**config.mk**
```make
export PLATFORM = sky130hd
export DESIGN_NAME = lut_refill_engine
export DESIGN_NICKNAME = d
export VERILOG_FILES = /design/src/rtl/lut_refill_pkg.sv /design/src/rtl/lut_refill_raster.sv /design/src/rtl/lut_refill_walker.sv /design/src/rtl/lut_refill_regs.sv /design/src/rtl/lut_refill_engine.sv
export SDC_FILE = /design/constraint.sdc
export NUM_CORES = 1
export LEC_CHECK = 0
export ABC_AREA = 1
export BUFFER_PORTS_ARGS = -buffer_cell sky130_fd_sc_hd__buf_2
export CORE_MARGIN = 2
export CORE_UTILIZATION = 45
export CTS_BUF_LIST = sky130_fd_sc_hd__clkbuf_16
export CTS_CLUSTER_DIAMETER = 120
export DETAILED_ROUTE_END_ITERATION = 10
export SLEW_MARGIN = 25
export SYNTH_ARGS = -nofsm -noshare
export SYNTH_HDL_FRONTEND = slang
export SYNTH_SLANG_ARGS = --single-unit
```
**constraint.sdc**
```tcl
create_clock -name clk -period 3.9 [get_ports clk]
set_input_delay 0.78 -clock clk [delete_from_list [all_inputs] [get_ports clk]]
set_output_delay 0.78 -clock clk [all_outputs]
set_load 0.01 [all_outputs]
```
**src/rtl/lut_refill_pkg.sv**
```systemverilog
// Package: shared register indices, flag positions and walker state encoding
// for the lookup-table refill engine. Assumes 32-bit descriptor words.
package lut_refill_pkg;

    // register indices on the register port
    localparam int REG_DESC = 0;
    localparam int REG_STAT = 1;
    localparam int REG_IRQS = 2;
    localparam int REG_IRQE = 3;

    // status register bit positions
    localparam int ST_READY = 0;
    localparam int ST_VALID = 1;
    localparam int ST_DONE  = 2;
    localparam int ST_ERR   = 3;

    // interrupt lane bit positions (bit 0 is a table-miss advisory, never raised here)
    localparam int IRQ_MISS = 0;
    localparam int IRQ_ERR  = 1;
    localparam int IRQ_LAST = 4;
    localparam int IRQ_FILL = 7;

    localparam int          LANE_W     = 8;
    localparam logic [7:0]  IRQ_EN_RST = 8'h7E;

    // descriptor geometry
    localparam int DESC_WORDS = 5;
    localparam int W_LINK     = 0;
    localparam int W_CORNER0  = 1;
    localparam int W_CORNER1  = 2;
    localparam int W_CTRL     = 3;
    localparam int W_DPTR     = 4;
    localparam int CTRL_EN    = 0;
    localparam int CTRL_TID   = 4;

    typedef enum logic [2:0] {
        WS_IDLE,
        WS_DREQ,
        WS_DWAIT,
        WS_CHECK,
        WS_EREQ,
        WS_EWAIT,
        WS_LINK,
        WS_DRAIN
    } walk_state_t;

    typedef struct packed {
        logic fin_ok;
        logic fin_err;
        logic desc_fill;
    } walk_evt_t;

endpackage

```
**src/rtl/lut_refill_raster.sv**
```systemverilog
// Module: raster position counter. Loads the first corner of a rectangle and
// steps left to right, then top to bottom. Assumes the walker never steps
// once the last slot is reached.
module lut_refill_raster #(
    parameter int X_W = 8,
    parameter int Y_W = 7
) (
    input  logic           clk,
    input  logic           rst_n,
    input  logic           load,
    input  logic           step,
    input  logic [X_W-1:0] x0,
    input  logic [Y_W-1:0] y0,
    input  logic [X_W-1:0] x1,
    input  logic [Y_W-1:0] y1,
    output logic [X_W-1:0] x,
    output logic [Y_W-1:0] y,
    output logic           last
);

    // current position update: load corner, or advance in raster order
    always_ff @(posedge clk) begin
        if (!rst_n) begin
            x <= '0;
            y <= '0;
        end else if (load) begin
            x <= x0;
            y <= y0;
        end else if (step) begin
            if (x == x1) begin
                x <= x0;
                y <= y + 1'b1;
            end else begin
                x <= x + 1'b1;
            end
        end
    end

    // final slot of the rectangle reached
    assign last = (x == x1) && (y == y1);

    AST_STEP_NOT_PAST_LAST: assert property (@(posedge clk) disable iff (!rst_n)
        step |-> !last);

endmodule

```
**src/rtl/lut_refill_walker.sv**
```systemverilog
// Module: descriptor walker. Fetches five-word descriptors, validates them,
// streams the data array into the table in raster order and follows links.
// Assumes a memory port with one outstanding read and in-order responses.
module lut_refill_walker
    import lut_refill_pkg::*;
#(
    parameter int AW         = 32,
    parameter int DW         = 32,
    parameter int TBL_W      = 256,
    parameter int TBL_H      = 128,
    parameter int TID_W      = 4,
    parameter int ALIGN_BITS = 4,
    parameter int X_W        = $clog2(TBL_W),
    parameter int Y_W        = $clog2(TBL_H)
) (
    input  logic             clk,
    input  logic             rst_n,
    input  logic             start,
    input  logic [AW-1:0]    start_addr,
    input  logic             cancel,
    output logic             mem_req,
    output logic [AW-1:0]    mem_addr,
    input  logic             mem_ready,
    input  logic             mem_rvalid,
    input  logic [DW-1:0]    mem_rdata,
    output logic             tbl_we,
    output logic [X_W+Y_W-1:0] tbl_addr,
    output logic [DW-1:0]    tbl_data,
    output logic [TID_W-1:0] tbl_sel,
    output logic             idle,
    output walk_evt_t        evt
);

    localparam int HALF   = DW / 2;
    localparam int WIDX_W = $clog2(DESC_WORDS);
    localparam int WORD_B = DW / 8;

    walk_state_t        state;
    logic [AW-1:0]      cur_desc;
    logic [AW-1:0]      dptr_cur;
    logic [WIDX_W-1:0]  widx;
    logic [DW-1:0]      dw [DESC_WORDS];

    logic [HALF-1:0]    cx0, cy0, cx1, cy1;
    logic               bad_rect, bad_dptr, bad_link, bad_start;
    logic               desc_en, link_zero, in_flight;
    logic               r_load, r_step, r_last;
    logic [X_W-1:0]     rx;
    logic [Y_W-1:0]     ry;

    // descriptor field decode
    always_comb begin
        cx0       = dw[W_CORNER0][HALF-1:0];
        cy0       = dw[W_CORNER0][DW-1:HALF];
        cx1       = dw[W_CORNER1][HALF-1:0];
        cy1       = dw[W_CORNER1][DW-1:HALF];
        bad_rect  = (cx1 < cx0) || (cy1 < cy0) ||
                    (cx1 >= HALF'(TBL_W)) || (cy1 >= HALF'(TBL_H));
        bad_dptr  = |dw[W_DPTR][ALIGN_BITS-1:0];
        link_zero = (dw[W_LINK] == '0);
        bad_link  = |dw[W_LINK][ALIGN_BITS-1:0];
        bad_start = |start_addr[ALIGN_BITS-1:0];
        desc_en   = dw[W_CTRL][CTRL_EN];
    end

    // a read has been accepted whose response has not been consumed yet
    assign in_flight = (((state == WS_DWAIT) || (state == WS_EWAIT)) && !mem_rvalid) ||
                       (((state == WS_DREQ) || (state == WS_EREQ)) && mem_ready);

    // memory request generation
    always_comb begin
        mem_req  = (state == WS_DREQ) || (state == WS_EREQ);
        mem_addr = (state == WS_EREQ) ? dptr_cur
                                      : cur_desc + AW'(widx) * AW'(WORD_B);
    end

    // raster control and table write port
    always_comb begin
        r_load   = (state == WS_CHECK);
        r_step   = (state == WS_EWAIT) && mem_rvalid && !r_last && !cancel;
        tbl_we   = (state == WS_EWAIT) && mem_rvalid && !cancel;
        tbl_addr = {ry, rx};
        tbl_data = mem_rdata;
        tbl_sel  = dw[W_CTRL][CTRL_TID +: TID_W];
        idle     = (state == WS_IDLE);
    end

    // completion and error events for the register block
    always_comb begin
        evt.fin_ok    = !cancel && (state == WS_LINK) && link_zero;
        evt.desc_fill = !cancel && (state == WS_LINK);
        evt.fin_err   = !cancel && (((state == WS_IDLE) && start && bad_start) ||
                                    ((state == WS_CHECK) && (bad_rect || bad_dptr)) ||
                                    ((state == WS_LINK) && !link_zero && bad_link));
    end

    // walk sequencer
    always_ff @(posedge clk) begin
        if (!rst_n) begin
            state    <= WS_IDLE;
            cur_desc <= '0;
            dptr_cur <= '0;
            widx     <= '0;
            for (int i = 0; i < DESC_WORDS; i++) dw[i] <= '0;
        end else if (cancel && (state != WS_IDLE)) begin
            state <= in_flight ? WS_DRAIN : WS_IDLE;
        end else begin
            case (state)
                WS_IDLE: begin
                    if (start && !bad_start) begin
                        cur_desc <= start_addr;
                        widx     <= '0;
                        state    <= WS_DREQ;
                    end
                end
                WS_DREQ: begin
                    if (mem_ready) state <= WS_DWAIT;
                end
                WS_DWAIT: begin
                    if (mem_rvalid) begin
                        dw[widx] <= mem_rdata;
                        if (widx == WIDX_W'(DESC_WORDS - 1)) begin
                            state <= WS_CHECK;
                        end else begin
                            widx  <= widx + 1'b1;
                            state <= WS_DREQ;
                        end
                    end
                end
                WS_CHECK: begin
                    if (bad_rect || bad_dptr) begin
                        state <= WS_IDLE;
                    end else if (!desc_en) begin
                        state <= WS_LINK;
                    end else begin
                        dptr_cur <= dw[W_DPTR];
                        state    <= WS_EREQ;
                    end
                end
                WS_EREQ: begin
                    if (mem_ready) state <= WS_EWAIT;
                end
                WS_EWAIT: begin
                    if (mem_rvalid) begin
                        dptr_cur <= dptr_cur + AW'(WORD_B);
                        state    <= r_last ? WS_LINK : WS_EREQ;
                    end
                end
                WS_LINK: begin
                    if (link_zero || bad_link) begin
                        state <= WS_IDLE;
                    end else begin
                        cur_desc <= dw[W_LINK];
                        widx     <= '0;
                        state    <= WS_DREQ;
                    end
                end
                WS_DRAIN: begin
                    if (mem_rvalid) state <= WS_IDLE;
                end
                default: state <= WS_IDLE;
            endcase
        end
    end

    lut_refill_raster #(
        .X_W (X_W),
        .Y_W (Y_W)
    ) raster_i (
        .clk   (clk),
        .rst_n (rst_n),
        .load  (r_load),
        .step  (r_step),
        .x0    (cx0[X_W-1:0]),
        .y0    (cy0[Y_W-1:0]),
        .x1    (cx1[X_W-1:0]),
        .y1    (cy1[Y_W-1:0]),
        .x     (rx),
        .y     (ry),
        .last  (r_last)
    );

    AST_WE_IN_RECT: assert property (@(posedge clk) disable iff (!rst_n)
        tbl_we |-> (HALF'(rx) >= cx0) && (HALF'(rx) <= cx1) &&
                   (HALF'(ry) >= cy0) && (HALF'(ry) <= cy1));
    AST_REQ_HOLD: assert property (@(posedge clk) disable iff (!rst_n)
        (mem_req && !mem_ready && !cancel) |=> (mem_req && $stable(mem_addr)));
    AST_WORD_ALIGN: assert property (@(posedge clk) disable iff (!rst_n)
        mem_req |-> (mem_addr[1:0] == 2'b00));
    AST_FIN_EXCL: assert property (@(posedge clk) disable iff (!rst_n)
        !(evt.fin_ok && evt.fin_err));

endmodule

```
**src/rtl/lut_refill_regs.sv**
```systemverilog
// Module: register block. Decodes start and cancel from descriptor-register
// writes, keeps the sticky status flags, the engine's interrupt lane with
// write-one-to-clear, and its enable mask. Assumes DW >= 8*(ENG_ID+1).
module lut_refill_regs
    import lut_refill_pkg::*;
#(
    parameter int AW     = 32,
    parameter int DW     = 32,
    parameter int RA_W   = 2,
    parameter int ENG_ID = 0
) (
    input  logic            clk,
    input  logic            rst_n,
    input  logic            reg_we,
    input  logic [RA_W-1:0] reg_addr,
    input  logic [DW-1:0]   reg_wdata,
    output logic [DW-1:0]   reg_rdata,
    output logic            irq,
    output logic            start,
    output logic [AW-1:0]   start_addr,
    output logic            cancel,
    input  logic            idle,
    input  walk_evt_t       evt
);

    localparam int LANE_LO = ENG_ID * LANE_W;

    logic [AW-1:0]     desc_q;
    logic              f_valid, f_done, f_err;
    logic [LANE_W-1:0] lane_st, lane_en, lane_set, lane_clr;
    logic              wr_desc, wr_irqs, wr_irqe;

    // write decode
    always_comb begin
        wr_desc    = reg_we && (reg_addr == RA_W'(REG_DESC));
        wr_irqs    = reg_we && (reg_addr == RA_W'(REG_IRQS));
        wr_irqe    = reg_we && (reg_addr == RA_W'(REG_IRQE));
        start      = wr_desc && (reg_wdata != '0);
        cancel     = wr_desc && (reg_wdata == '0);
        start_addr = reg_wdata[AW-1:0];
    end

    // lane event sources
    always_comb begin
        lane_set           = '0;
        lane_set[IRQ_ERR]  = evt.fin_err;
        lane_set[IRQ_LAST] = evt.fin_ok;
        lane_set[IRQ_FILL] = evt.desc_fill;
        lane_clr           = wr_irqs ? reg_wdata[LANE_LO +: LANE_W] : '0;
    end

    // descriptor register: accepted start address, zero on cancel
    always_ff @(posedge clk) begin
        if (!rst_n)                desc_q <= '0;
        else if (cancel)           desc_q <= '0;
        else if (start && idle)    desc_q <= start_addr;
    end

    // sticky status flags, cleared on a new start or a cancel, set by events
    always_ff @(posedge clk) begin
        if (!rst_n) begin
            f_valid <= 1'b0;
            f_done  <= 1'b0;
            f_err   <= 1'b0;
        end else begin
            if (cancel || (start && idle)) begin
                f_valid <= 1'b0;
                f_done  <= 1'b0;
                f_err   <= 1'b0;
            end
            if (evt.fin_ok) begin
                f_valid <= 1'b1;
                f_done  <= 1'b1;
            end
            if (evt.fin_err) f_err <= 1'b1;
        end
    end

    // interrupt lane: set beats write-one-to-clear in the same cycle
    always_ff @(posedge clk) begin
        if (!rst_n) lane_st <= '0;
        else        lane_st <= (lane_st & ~lane_clr) | lane_set;
    end

    // interrupt enable lane
    always_ff @(posedge clk) begin
        if (!rst_n)       lane_en <= IRQ_EN_RST;
        else if (wr_irqe) lane_en <= reg_wdata[LANE_LO +: LANE_W];
    end

    // read mux
    always_comb begin
        reg_rdata = '0;
        case (reg_addr)
            RA_W'(REG_DESC): reg_rdata = DW'(desc_q);
            RA_W'(REG_STAT): begin
                reg_rdata[ST_READY] = idle;
                reg_rdata[ST_VALID] = f_valid;
                reg_rdata[ST_DONE]  = f_done;
                reg_rdata[ST_ERR]   = f_err;
            end
            RA_W'(REG_IRQS): reg_rdata[LANE_LO +: LANE_W] = lane_st;
            RA_W'(REG_IRQE): reg_rdata[LANE_LO +: LANE_W] = lane_en;
            default:         reg_rdata = '0;
        endcase
    end

    // interrupt output
    assign irq = |(lane_st & lane_en);

    AST_DONE_HAS_VALID: assert property (@(posedge clk) disable iff (!rst_n)
        f_done |-> f_valid);
    AST_ERR_NOT_DONE: assert property (@(posedge clk) disable iff (!rst_n)
        !(f_err && f_done));
    AST_LAST_CAUSE: assert property (@(posedge clk) disable iff (!rst_n)
        $rose(lane_st[IRQ_LAST]) |-> $past(evt.fin_ok));
    AST_MISS_QUIET: assert property (@(posedge clk) disable iff (!rst_n)
        !lane_st[IRQ_MISS]);

endmodule

```
**src/rtl/lut_refill_engine.sv**
```systemverilog
// Module: top of the lookup-table refill engine. Joins the register block
// and the descriptor walker. Assumes one engine per instance; its interrupt
// lane position is chosen by ENG_ID.
module lut_refill_engine #(
    parameter int AW     = 32,
    parameter int DW     = 32,
    parameter int RA_W   = 2,
    parameter int ENG_ID = 0,
    parameter int TBL_W  = 256,
    parameter int TBL_H  = 128,
    parameter int TID_W  = 4,
    parameter int X_W    = $clog2(TBL_W),
    parameter int Y_W    = $clog2(TBL_H)
) (
    input  logic               clk,
    input  logic               rst_n,
    input  logic               reg_we,
    input  logic [RA_W-1:0]    reg_addr,
    input  logic [DW-1:0]      reg_wdata,
    output logic [DW-1:0]      reg_rdata,
    output logic               irq,
    output logic               mem_req,
    output logic [AW-1:0]      mem_addr,
    input  logic               mem_ready,
    input  logic               mem_rvalid,
    input  logic [DW-1:0]      mem_rdata,
    output logic               tbl_we,
    output logic [X_W+Y_W-1:0] tbl_addr,
    output logic [DW-1:0]      tbl_data,
    output logic [TID_W-1:0]   tbl_sel
);

    import lut_refill_pkg::*;

    logic          start, cancel, idle;
    logic [AW-1:0] start_addr;
    walk_evt_t     evt;

    lut_refill_regs #(
        .AW     (AW),
        .DW     (DW),
        .RA_W   (RA_W),
        .ENG_ID (ENG_ID)
    ) regs_i (
        .clk        (clk),
        .rst_n      (rst_n),
        .reg_we     (reg_we),
        .reg_addr   (reg_addr),
        .reg_wdata  (reg_wdata),
        .reg_rdata  (reg_rdata),
        .irq        (irq),
        .start      (start),
        .start_addr (start_addr),
        .cancel     (cancel),
        .idle       (idle),
        .evt        (evt)
    );

    lut_refill_walker #(
        .AW    (AW),
        .DW    (DW),
        .TBL_W (TBL_W),
        .TBL_H (TBL_H),
        .TID_W (TID_W),
        .X_W   (X_W),
        .Y_W   (Y_W)
    ) walker_i (
        .clk        (clk),
        .rst_n      (rst_n),
        .start      (start),
        .start_addr (start_addr),
        .cancel     (cancel),
        .mem_req    (mem_req),
        .mem_addr   (mem_addr),
        .mem_ready  (mem_ready),
        .mem_rvalid (mem_rvalid),
        .mem_rdata  (mem_rdata),
        .tbl_we     (tbl_we),
        .tbl_addr   (tbl_addr),
        .tbl_data   (tbl_data),
        .tbl_sel    (tbl_sel),
        .idle       (idle),
        .evt        (evt)
    );

endmodule

```
==> key figures <==
Outcome
  – Outcome: completed

Drt
  – Wire length on met3: 2610 um
  – Via count: 13000
  – Residual DRC: 0
  – Top sig layer: met4
  – DR pass1 iterations: 6
  – Antenna-violating nets left: 0
  – Via density: 5.14
  – Number of DRC markers in iteration 0: 994
  – Met2 WL: 20000 um
  – DRT Wirelength: about 43000 um
  – Metal-1 WL: 19500 um
  – Drt wl/cell: 17.0 um

Timing
  – Max_slew headroom: 0.538
  – Worst-Margin Slew: 0.690 ns
  – Fmax: 274 MHz
  – Final hold vios: 0
  – Final slew viol count: 0
  – Post-route minimum period: between 3 and 4 ns
  – Setup TNS: 0 ns
  – Final worst-path cycle share: 0.936
  – Skew final: 0.0111 ns
  – # setup viols final: 0
  – RSZ-0062 raised after global routing: false

Clocking
  – CTS tree: done
  – Worst-path clk slew: ~0.060 ns
  – Post-CTS Hold Fix Bufs: 0
  – Clock Latency Late Sink: 0.56 ns
  – Root buffer cell: clkbuf_16
  – TritonCTS Sinks: 268
  – Clock tree buffer depth: 3
  – CTS HTree Levels: 1
  – Cts bufs inserted: 30

Layout
  – Layout cells sized above 1: 0.157
  – Ant. Diodes: 0
  – Nets: 2174
  – P&R area growth vs syn: 14.5%
  – Post-route cell area: approximately 17000 um2

Synthesis
  – EDFF count, synth: between 100 and 150
  – Most frequent cells after synthesis: nand2_1, nor2_1, inv_1, dfxtp_1, edfxtp_1
  – Number of synthesis warnings: 0
  – Top cell type by total area after synthesis: edfxtp_1
  – Most frequent cell after synthesis: nand2_1
  – Syn Nets: 2038
  – Synthesized area per cell: 7.61 um2
  – Post-Syn Instances: 1928
  – #FFs+latches synth: 268
  – Synth cell types: 46
  – Fraction of registers with async set/reset: 0
  – Synth Cell Area: 14700 um2
  – Synth top area share: 0.272
  – Sequential element share of the synthesized area: 0.456
  – Synth top area cells: edfxtp_1, dfxtp_1, nand2_1, nor2_1, inv_1
  – Top_reg_cell synth: dfxtp_1

Worst setup path
  – Nature of the critical path endpoint: output pin
  – CP Launch Type: flop
  – CP max stage cell: dfxtp_4
  – Crit-path max cell delay: 0.35 ns
  – Setup CP Type: flop to output pin
  – Reg2reg path depth: 10
  – Critical Path Most Common Cell: nand2_2
  – Critical-path maximum fanout: 4
  – WP data required: 3.12 ns
  – Cells along the critical path: ha_2, inv_1, fa_2, inv_2, nand2_2, nand2_2, nand3_4, nor2_4, nand2_2, nor2_4, nand4_4, buf_4, xor2_1, o21ai_0, buf_2
  – Crit path DAT: 2.87 ns

Placement
  – Detail Placement HPWL: 31300 um
  – Port-buffer cells: 188
  – Placed cell area: 15700 um2
  – RD Place Congestion: 0.909

Pwr
  – Pwr dens: 388 nW/um2
  – VDD IR-drop max: 344 uV
  – Sw power: 0.00164 W
  – Leakage: 7.59 nW
  – Gate power share: 0.087
  – Seq pwr share: 0.479
  – Internal Power: 0.00488 W
  – Sw Ratio: 0.252
  – Clock network fraction of design power: 0.434

Floorplanning
  – Initial Utilization: 0.454
  – Site Rows: 66
  – Die H: 185 um
  – I/O Pins: 189
  – Die width: between 150 and 200 um
  – Core area: 32400 um2
  – Die area: 34100 um2

GRT
  – GR Util All Layers: 0.249
  – Number of global-route vias before repair: 12142
  – Global route overflow: 0
  – First-pass GRT wire length: ~66000 um
  – Initial antenna violation count: 0
  – Largest net degree at the start of global routing: 56

Job
  – Max Cap Viol: 0

Hold path
  – Hold depth: 2
  – Worst min-delay path class: flop to flop
[path summary, 6_finish.rpt]
check | startpoint | end | slack, ns
worst max-delay path | walker_i.widx[0]$_SDFFE_PN0P_ | mem_addr[20] | 0.25
worst min-delay path | walker_i.cur_desc[0]$_SDFFE_PN0P_ | walker_i.cur_desc[0]$_SDFFE_PN0P_ | 0.45
worst max register to register | walker_i.state[2]$_SDFFE_PN0P_ | walker_i.cur_desc[27]$_SDFFE_PN0P_ | 1.12
worst min register to register | walker_i.cur_desc[0]$_SDFFE_PN0P_ | walker_i.cur_desc[0]$_SDFFE_PN0P_ | 0.45
[layout make-up]
cell class / count / area (um2)
well taps: 442 / 553
clock inverters: 23 / 159
flip-flops and latches: 268 / 6700
repair buffers: 210 / 1120
inverters: 246 / 925
multi-input cells: 1308 / 6530
fillers: 3225 / 15600
clock buffers: 33 / 826
[flip-flops by register name (all words and copies together) (netlist names)]
| signal | cells |
|---|---|
| walker_i.dw | 133 |
| regs_i.desc_q | 32 |
| walker_i.cur_desc | 32 |
| walker_i.dptr_cur | 32 |
| regs_i.lane_en | 8 |
| regs_i.lane_st | 8 |
| walker_i.raster_i.x | 8 |
| walker_i.raster_i.y | 7 |
| walker_i.state | 3 |
| walker_i.widx | 3 |
| regs_i.f_err | 1 |
| regs_i.f_valid | 1 |
[power groups by stage]
stage	Clock, W	Sequential [W]	Combinational, W
2_1_floorplan	0	0.00315	0.000376
3_3_place_gp	0	0.00318	0.000564
3_5_place_dp	0	0.00318	0.000568
4_1_cts	0.00288	0.00312	0.000572
5_1_grt	0.00298	0.00313	0.000637
6_report	0.00283	0.00313	0.000569
[stage by stage]
step / instances / hold WS (ns) / total power (W) / util / worst slack (ns)
global placement: 2470 / 0.428 / 0.00375 / 0.486 / 0.454
detailed placement: 2470 / 0.442 / 0.00375 / 0.486 / 0.390
global route: 2530 / 0.467 / 0.00675 / 0.519 / 0.0231
floorplan: 1928 / 0.417 / 0.00353 / - / 0.846
CTS: 2529 / 0.452 / 0.00657 / 0.518 / 0.0144
finish: 2530 / 0.450 / 0.00653 / 0.519 / 0.249
[logic make-up after synthesis]
kind of cell,count (synthesis),synth area share
compound gates,230,0.0902
xor+xnor,57,0.0340
fa+ha+maj,39,0.0337
buf+inv,352,0.104
flops,268,0.456
mux,5,0.00341
simple gates,977,0.279
[per-layer routing]
metal,vias up,GRT usage
li1,6464,-
met1,6083,0.345
met2,396,0.418
met3,57,0.0290
met4,0,0.0565
met5,-,0
[worst max-delay path, delay by kind of cell (launching register included)]
kind,cells,cell delay (ns)
and+or+nand+nor,7,0.70
adders and majority gates,2,0.50
buffers and inverters,4,0.45
DFF,1,0.35
AOI/OAI and AO/OA,1,0.18
xor gates and xnor gates,1,0.14
[cells in the final DEF, fill, tap and decap left out, drive strengths merged, types with 4 or more instances in the layout]
master / instances
nand2: 441
nor2: 362
inv: 254
buf: 210
dfxtp: 135
edfxtp: 133
nand3: 95
o21ai: 88
a21oi: 77
xor2: 48
ha: 38
nor3: 34
a211oi: 33
clkbuf: 33
nand4: 29
clkinv: 13
o211ai: 10
nor4: 10
xnor2: 9
o22ai: 9
or2: 5
mux2i: 5
o2111ai: 4
[repair_timing]
item,CTS,global route
pin swaps,4,5
gates resized for setup,8,13
setup endpoints to repair,7,8
buffers inserted,3,1
(Power assumes the default switching activity.)
